**config.mk**
```make
export PLATFORM = sky130hd
export DESIGN_NAME = stat_bank
export DESIGN_NICKNAME = d
export VERILOG_FILES = /design/src/rtl/stat_bank_pkg.sv /design/src/rtl/stat_cnt_lane.sv /design/src/rtl/stat_cfg_regs.sv /design/src/rtl/stat_addr_dec.sv /design/src/rtl/stat_bank.sv
export SDC_FILE = /design/constraint.sdc
export NUM_CORES = 2
export LEC_CHECK = 0
export BUFFER_PORTS_ARGS = -buffer_cell sky130_fd_sc_hd__buf_2
export CORE_ASPECT_RATIO = 0.5
export CORE_UTILIZATION = 57
export CTS_BUF_LIST = sky130_fd_sc_hd__clkbuf_8 sky130_fd_sc_hd__clkbuf_16
export DETAILED_ROUTE_END_ITERATION = 8
export HOLD_SLACK_MARGIN = 0.05
export PLACE_DENSITY = 0.73
export SETUP_SLACK_MARGIN = 0.02
export SYNTH_ARGS = -nofsm -noshare
export SYNTH_HDL_FRONTEND = slang
export SYNTH_SLANG_ARGS = --single-unit
```
**constraint.sdc**
```tcl
create_clock -name clk -period 2.47 [get_ports clk]
set_input_delay 0.247 -clock clk [delete_from_list [all_inputs] [get_ports clk]]
set_output_delay 0.247 -clock clk [all_outputs]
set_load 0.02 [all_outputs]
```
**src/rtl/stat_bank_pkg.sv**
```systemverilog
// Package: shared register offsets, config bit positions and read-select type
// for the statistics counter bank. Assumes word addressing, 32-bit data.
package stat_bank_pkg;
    localparam int WORD_W      = 32;
    localparam int VAL_W       = 64;
    localparam int OFF_REV     = 'h40;
    localparam int OFF_SCR     = 'h41;
    localparam int OFF_ID0     = 'h42;
    localparam int OFF_ID1     = 'h43;
    localparam int OFF_ID2     = 'h44;
    localparam int OFF_CFG     = 'h45;
    localparam int CFG_CLR_BIT = 0;
    localparam int CFG_SHD_BIT = 2;

    typedef enum logic [2:0] {
        SEL_NONE, SEL_CNT, SEL_REV, SEL_SCR,
        SEL_ID0, SEL_ID1, SEL_ID2, SEL_CFG
    } reg_sel_e;
endpackage

```
**src/rtl/stat_cnt_lane.sv**
```systemverilog
// One live counter with its shadow copy. The live counter clears on clr
// (priority over inc) and wraps silently. The shadow loads the live value on
// cap. Output is the selected value zero-extended to 64 bits.
// Assumes CNT_W <= 64.
module stat_cnt_lane #(
    parameter int CNT_W = 64
) (
    input  logic        clk,
    input  logic        rst_n,
    input  logic        clr,
    input  logic        inc,
    input  logic        cap,
    input  logic        use_shadow,
    output logic [63:0] val
);
    logic [CNT_W-1:0] live_q;
    logic [CNT_W-1:0] shadow_q;

    // Live count: clear wins over increment, wrap on overflow.
    always_ff @(posedge clk) begin
        if (!rst_n)   live_q <= '0;
        else if (clr) live_q <= '0;
        else if (inc) live_q <= live_q + 1'b1;
    end

    // Shadow copy: loaded only on a capture pulse.
    always_ff @(posedge clk) begin
        if (!rst_n)   shadow_q <= '0;
        else if (cap) shadow_q <= live_q;
    end

    // Present either the frozen or the live value, widened to 64 bits.
    always_comb begin
        val = 64'(use_shadow ? shadow_q : live_q);
    end
endmodule

```
**src/rtl/stat_cfg_regs.sv**
```systemverilog
// Configuration and scratch storage. Turns a configuration write into a
// one-cycle clear pulse and a rising-edge capture pulse, and keeps the
// snapshot state bit. Assumes wr_cfg and wr_scr are already address-qualified.
module stat_cfg_regs
    import stat_bank_pkg::*;
#(
    parameter logic [31:0] SCRATCH_RST = 32'h0000_0009
) (
    input  logic        clk,
    input  logic        rst_n,
    input  logic        wr_cfg,
    input  logic        wr_scr,
    input  logic [31:0] wdata,
    output logic        clr_pulse,
    output logic        cap_pulse,
    output logic        shadow_on,
    output logic [31:0] scratch
);
    // Clear acts in the same edge as the write; nothing is stored for it.
    always_comb begin
        clr_pulse = wr_cfg && wdata[CFG_CLR_BIT];
        cap_pulse = wr_cfg && wdata[CFG_SHD_BIT] && !shadow_on;
    end

    // Snapshot state follows the written bit.
    always_ff @(posedge clk) begin
        if (!rst_n)      shadow_on <= 1'b0;
        else if (wr_cfg) shadow_on <= wdata[CFG_SHD_BIT];
    end

    // Scratch word, software read/write.
    always_ff @(posedge clk) begin
        if (!rst_n)      scratch <= SCRATCH_RST;
        else if (wr_scr) scratch <= wdata;
    end
endmodule

```
**src/rtl/stat_addr_dec.sv**
```systemverilog
// Address decoder: sorts a word address into a register class, and for counter
// words gives the counter index and the high/low half. Assumes 2*NUM_CNT <= 64
// and NUM_CNT is a power of two.
module stat_addr_dec
    import stat_bank_pkg::*;
#(
    parameter int NUM_CNT = 8,
    parameter int ADDR_W  = 8,
    localparam int IDX_W  = (NUM_CNT > 1) ? $clog2(NUM_CNT) : 1
) (
    input  logic [ADDR_W-1:0] addr,
    output reg_sel_e          sel,
    output logic [IDX_W-1:0]  idx,
    output logic              hi
);
    localparam logic [ADDR_W-1:0] CNT_SPAN = ADDR_W'(2 * NUM_CNT);

    // Classify the address.
    always_comb begin
        idx = addr[IDX_W:1];
        hi  = addr[0];
        if (addr < CNT_SPAN)                  sel = SEL_CNT;
        else if (addr == ADDR_W'(OFF_REV))    sel = SEL_REV;
        else if (addr == ADDR_W'(OFF_SCR))    sel = SEL_SCR;
        else if (addr == ADDR_W'(OFF_ID0))    sel = SEL_ID0;
        else if (addr == ADDR_W'(OFF_ID1))    sel = SEL_ID1;
        else if (addr == ADDR_W'(OFF_ID2))    sel = SEL_ID2;
        else if (addr == ADDR_W'(OFF_CFG))    sel = SEL_CFG;
        else                                  sel = SEL_NONE;
    end
endmodule

```
**src/rtl/stat_bank.sv**
```systemverilog
// Statistics counter bank top. NUM_CNT counters of CNT_W bits, each read as
// two 32-bit words. A snapshot bit freezes all readable values at once.
// Registered read port: data and valid one cycle after rd_en.
// Assumes rd_en and wr_en are not used together for dependent results:
// a read in a write cycle returns the pre-write state.
module stat_bank
    import stat_bank_pkg::*;
#(
    parameter int          NUM_CNT     = 8,
    parameter int          CNT_W       = 64,
    parameter int          ADDR_W      = 8,
    parameter bit          STATS_EN    = 1'b1,
    parameter logic [31:0] REV_ID      = 32'h0001_0002,
    parameter logic [31:0] SCRATCH_RST = 32'h0000_0009,
    parameter logic [31:0] NAME_W0     = "rxSt",
    parameter logic [31:0] NAME_W1     = "atsB",
    parameter logic [31:0] NAME_W2     = "ank0",
    localparam int IDX_W = (NUM_CNT > 1) ? $clog2(NUM_CNT) : 1
) (
    input  logic               clk,
    input  logic               rst_n,
    input  logic [NUM_CNT-1:0] cnt_inc,
    input  logic               rd_en,
    input  logic               wr_en,
    input  logic [ADDR_W-1:0]  addr,
    input  logic [31:0]        wdata,
    output logic [31:0]        rdata,
    output logic               rd_vld
);
    reg_sel_e          sel;
    logic [IDX_W-1:0]  idx;
    logic              hi;
    logic              clr_pulse, cap_pulse, shadow_on;
    logic [31:0]       scratch;
    logic [63:0]       cnt_val [NUM_CNT];
    logic [63:0]       cur_val;
    logic [31:0]       rd_word;

    stat_addr_dec #(.NUM_CNT(NUM_CNT), .ADDR_W(ADDR_W)) u_dec (
        .addr(addr), .sel(sel), .idx(idx), .hi(hi)
    );

    stat_cfg_regs #(.SCRATCH_RST(SCRATCH_RST)) u_cfg (
        .clk(clk), .rst_n(rst_n),
        .wr_cfg(wr_en && sel == SEL_CFG),
        .wr_scr(wr_en && sel == SEL_SCR),
        .wdata(wdata),
        .clr_pulse(clr_pulse), .cap_pulse(cap_pulse),
        .shadow_on(shadow_on), .scratch(scratch)
    );

    // Counter lanes exist only when the statistics option is built in.
    generate
        if (STATS_EN) begin : g_cnt
            for (genvar g = 0; g < NUM_CNT; g++) begin : g_lane
                stat_cnt_lane #(.CNT_W(CNT_W)) u_lane (
                    .clk(clk), .rst_n(rst_n),
                    .clr(clr_pulse), .inc(cnt_inc[g]), .cap(cap_pulse),
                    .use_shadow(shadow_on), .val(cnt_val[g])
                );
            end
        end else begin : g_nocnt
            for (genvar g = 0; g < NUM_CNT; g++) begin : g_zero
                assign cnt_val[g] = '0;
            end
        end
    endgenerate

    // Pick the word addressed by the current request.
    always_comb begin
        cur_val = cnt_val[idx];
        case (sel)
            SEL_CNT: rd_word = hi ? cur_val[63:32] : cur_val[31:0];
            SEL_REV: rd_word = REV_ID;
            SEL_SCR: rd_word = scratch;
            SEL_ID0: rd_word = NAME_W0;
            SEL_ID1: rd_word = NAME_W1;
            SEL_ID2: rd_word = NAME_W2;
            SEL_CFG: rd_word = {29'b0, shadow_on, 2'b00};
            default: rd_word = '0;
        endcase
    end

    // Registered read response.
    always_ff @(posedge clk) begin
        if (!rst_n) begin
            rdata  <= '0;
            rd_vld <= 1'b0;
        end else begin
            rd_vld <= rd_en;
            if (rd_en) rdata <= rd_word;
        end
    end
endmodule

```
==> flow_metrics.tcl <==
set metrics [dict create \
    crit_buf_inv 5 \
    hpwlAfterDp_mm 129 \
    dp.cells 7430 \
    grt_overflow_total 0 \
    grt_pass1_vias 44800 \
    gp_congestion 1.01 \
    cts_buffers 95 \
    pre_cts_ws_ns -0.242 \
    finalHoldViolCount 0 \
    fin_skew_ns 0.0252 \
    ys_ff_latch 1090 \
    grt_usage_pct 37.6 \
    fin_crit_ns 2.49 \
    firstDrtPassIters 6 \
    finalMaxSlewViolations 0 \
    cts-root-buf "clkbuf_16" \
    dr.max_layer_used "met5" \
    layout_commonest_cell "nand2_1" \
    critical_path_class "reg2reg" \
    clock_latency_ns 0.72 \
    max_stage_delay_ns 0.53 \
    cp_slowest_cell "mux4_2" \
    grt_antenna_before_repair 13 \
    drive_above_1_share_pct 18.9 \
    mostFrequentLayoutCells "1,331 x nand2_1, 1,084 x dfxtp_1, 584 x nor2_1" \
    start_util_pct 57.9 \
    synth_nets 6007 \
    drt-met1-wl_mm 70.6 \
    drtIter0Drc 6179 \
    dpl_cell_area_sq_um 57400 \
    power_w 0.0352 \
    cts_tree "built" \
    fp.dieH_um 215 \
    cp-start-kind "register" \
    cap_violations 0 \
    finalCritPeriodShare_pct 101 \
    min_path_cells 6 \
    end_kind "register" \
    p_leak_nw 21.4 \
    met2_length_mm 76.0 \
    clkPwrFrac_pct 45.9 \
    synth_cell_types 74 \
    numPortBuffers 84 \
    syn_avg_cell_area_sq_um 8.66 \
    hold-path-endpoint "rdata[14]$_SDFFE_PN0P_" \
    ant_nets 0 \
    coreArea_sq_um 88900 \
    synthToLayoutAreaGrowth_pct 20.0 \
    htreeDepth 3 \
    max_slew_margin_pct 25.9 \
    worstMarginPinSlew_ns 1.11 \
    violations "setup timing" \
    cp_top_family "buffers and inverters" \
    r2r_cells 10 \
    path_cells "buf_12, buf_16, buf_6, mux4_2, mux2i_2, buf_4, a31oi_1, o211ai_1, buf_4, nand2_1" \
    worstHoldStart "addr[5]" \
    rsz0062_at_grt "yes" \
    wirelength_mm 176 \
    r2r-start "u_cfg.shadow_on$_SDFFE_PN0P_" \
    grt_pass1_wl_mm 264 \
    yosysWarnings 0 \
    nNetsFinal 6472 \
    p_switching_w 0.00804 \
    clock_sinks 1090 \
    synth-edff-count 0 \
    cp.depth 10 \
    critical_path.max_fanout 11 \
    wl_met3_mm 22.1 \
    placementRows 77 \
    hold_path_class "in2reg" \
    synth_area_leaders "dfxtp_1 42%, mux4_2 11%, nand2_1 9.7%" \
    switching_share_pct 22.8 \
    synthArstFlopShare_pct 0 \
    clk_pin_slew_ns 0.06 \
    reg2reg_slack_ns -0.02 \
    via_per_inst 6.20 \
    synth.largest_area_cell "dfxtp_1" \
    yosysSeqAreaShare_pct 42.4 \
    yosys.area.top_type_share_pct 42.4 \
    syn_inst 5947 \
    setup_viol 2 \
    internal-power_w 0.0272 \
    wl_per_cell_um 22.9 \
    fin_area_sq_um 61800 \
    run_status "finished with violations" \
    vdd_drop_max_mv 0.453 \
    grt_max_degree 176 \
    vias 47600 \
    combPwrFrac_pct 4.1 \
    pin_count 85 \
    synthFlopType "dfxtp_1" \
    critPathRequiredTime_ns 3.07 \
    drc 0 \
    path_common_cell "buf_4" \
    timing.fmax_ghz 0.402 \
    max-clock-path-buffers 3 \
    cp_data_arrival_time_ns 3.09 \
    pwr_density_cell_nw_per_um2 570 \
    synth_area_sq_um 51500 \
    reg2reg_to "rdata[0]$_SDFFE_PN0P_" \
    die_area_sq_um 91600 \
    die-width_um 427 \
    p_seq_share_pct 50.0 \
    finalNonFillerCells 7676 \
    setup_slack_ns -0.0170 \
]
how the worst max path moves through the flow:
stage / startpoint / to
4_1_cts: u_cfg.shadow_on$_SDFFE_PN0P_ / rdata[26]$_SDFFE_PN0P_
3_3_place_gp: addr[7] / g_cnt.g_lane[7].u_lane.shadow_q[54]$_SDFFE_PN0P_
2_1_floorplan: u_cfg.shadow_on$_SDFFE_PN0P_ / rdata[1]$_SDFFE_PN0P_
3_5_place_dp: addr[7] / g_cnt.g_lane[4].u_lane.shadow_q[52]$_SDFFE_PN0P_
6_report: u_cfg.shadow_on$_SDFFE_PN0P_ / rdata[0]$_SDFFE_PN0P_
5_1_grt: u_cfg.shadow_on$_SDFFE_PN0P_ / rdata[13]$_SDFFE_PN0P_
area by class of cell:
class	count	area (sq um)
Clock buffer	122	2770
Sequential cell	1090	21800
Antenna cell	3	7.51
Inverter	72	278
Tap cell	1185	1480
Fill cell	6760	27100
Clock inverter	51	574
Timing Repair Buffer	770	6900
Multi-Input combinational cell	4383	28000
worst reg2reg max path, stage by stage (launching register included):
cell and delay, ns:
dfxtp_4 0.41, buf_12 0.21, buf_16 0.20, buf_6 0.20, mux4_2 0.54, mux2i_2 0.24
buf_4 0.16, a31oi_1 0.08, o211ai_1 0.13, buf_4 0.17, nand2_1 0.04
registers in the layout (all words and copies together) (netlist names):
register                      cells
g_cnt.g_lane.u_lane.live_q      512
u_cfg.scratch                    32
g_cnt.g_lane.u_lane.shadow_q    512
rdata                            32
rd_vld                            1
u_cfg.shadow_on                   1
metal layers:
metal	global-route usage (%)	vias to the layer above
li1	-	21500
met1	53.0	23100
met2	55.8	2584
met3	9.94	417
met4	13.0	4
met5	0	-
through the flow:
| stage | setup TNS (ns) | util (%) | hold slack, ns |
|---|---|---|---|
| floorplan | 0 | - | 0.371 |
| global route | -0.175 | 69.5 | 0.137 |
| global placement | -75.00 | 64.6 | 0.437 |
| detailed placement | -84.41 | 64.6 | 0.444 |
| CTS | 0 | 68.9 | 0.0838 |
| finish | -0.0184 | 69.5 | 0.116 |
synthesized netlist by cell type, types with 4 or more instances:
| cell | count |
|---|---|
| nor3_1 | 103 |
| ha_1 | 8 |
| a21boi_1 | 39 |
| xor2_1 | 242 |
| a22o_1 | 5 |
| or2_2 | 10 |
| nor4_4 | 4 |
| o22ai_1 | 24 |
| nand4_1 | 182 |
| nor4_1 | 64 |
| dfxtp_1 | 1090 |
| inv_1 | 71 |
| o221ai_1 | 5 |
| xnor2_1 | 204 |
| mux2i_1 | 73 |
| a221oi_1 | 10 |
| a22oi_1 | 24 |
| o21ai_0 | 80 |
| nand2_1 | 1332 |
| nand2b_1 | 11 |
| nand3b_1 | 7 |
| and2_1 | 26 |
| a21boi_0 | 37 |
| nand3_1 | 187 |
| nor2_1 | 585 |
| o31ai_1 | 11 |
| or3_1 | 59 |
| a31oi_1 | 12 |
| nor2b_1 | 20 |
| o211ai_1 | 9 |
| nor4b_1 | 7 |
| and4_1 | 41 |
| or4_1 | 21 |
| mux4_2 | 254 |
| clkbuf_1 | 232 |
| nor3b_1 | 8 |
| and3_1 | 58 |
| a21oi_1 | 560 |
| buf_2 | 138 |
| buf_1 | 27 |
| mux2_2 | 12 |
cell families (layout without fill, tap and decap cells):
kind of cell	after synthesis	count (layout)	share of synthesized area, %
AOI/OAI and AO/OA	838	838	9.10
xor gates and xnor gates	446	446	7.59
adders and majority gates	8	8	0.194
buffers and inverters	474	1015	3.84
DFF	1090	1090	42.4
muxes	340	340	12.8
other	0	3	0
and+or+nand+nor	2751	2751	24.1
power by group through the flow:
stage | combinational (W) | clock (W) | sequential (W)
after floorplan | 0.000673 | 0 | 0.0180
after global placement | 0.00131 | 0 | 0.0180
after detailed placement | 0.00132 | 0 | 0.0180
after CTS | 0.00138 | 0.0162 | 0.0176
after global routing | 0.00148 | 0.0170 | 0.0176
final | 0.00143 | 0.0162 | 0.0176
what timing repair did:
action	in CTS	in global routing
pin swaps	3	16
resized for setup	12	64
cloned	0	3
hold endpoints to repair	67	0
setup endpoints to repair	31	65
hold buffers	42	0
setup buffers	2	23
Power figures use the tool's default switching activity.
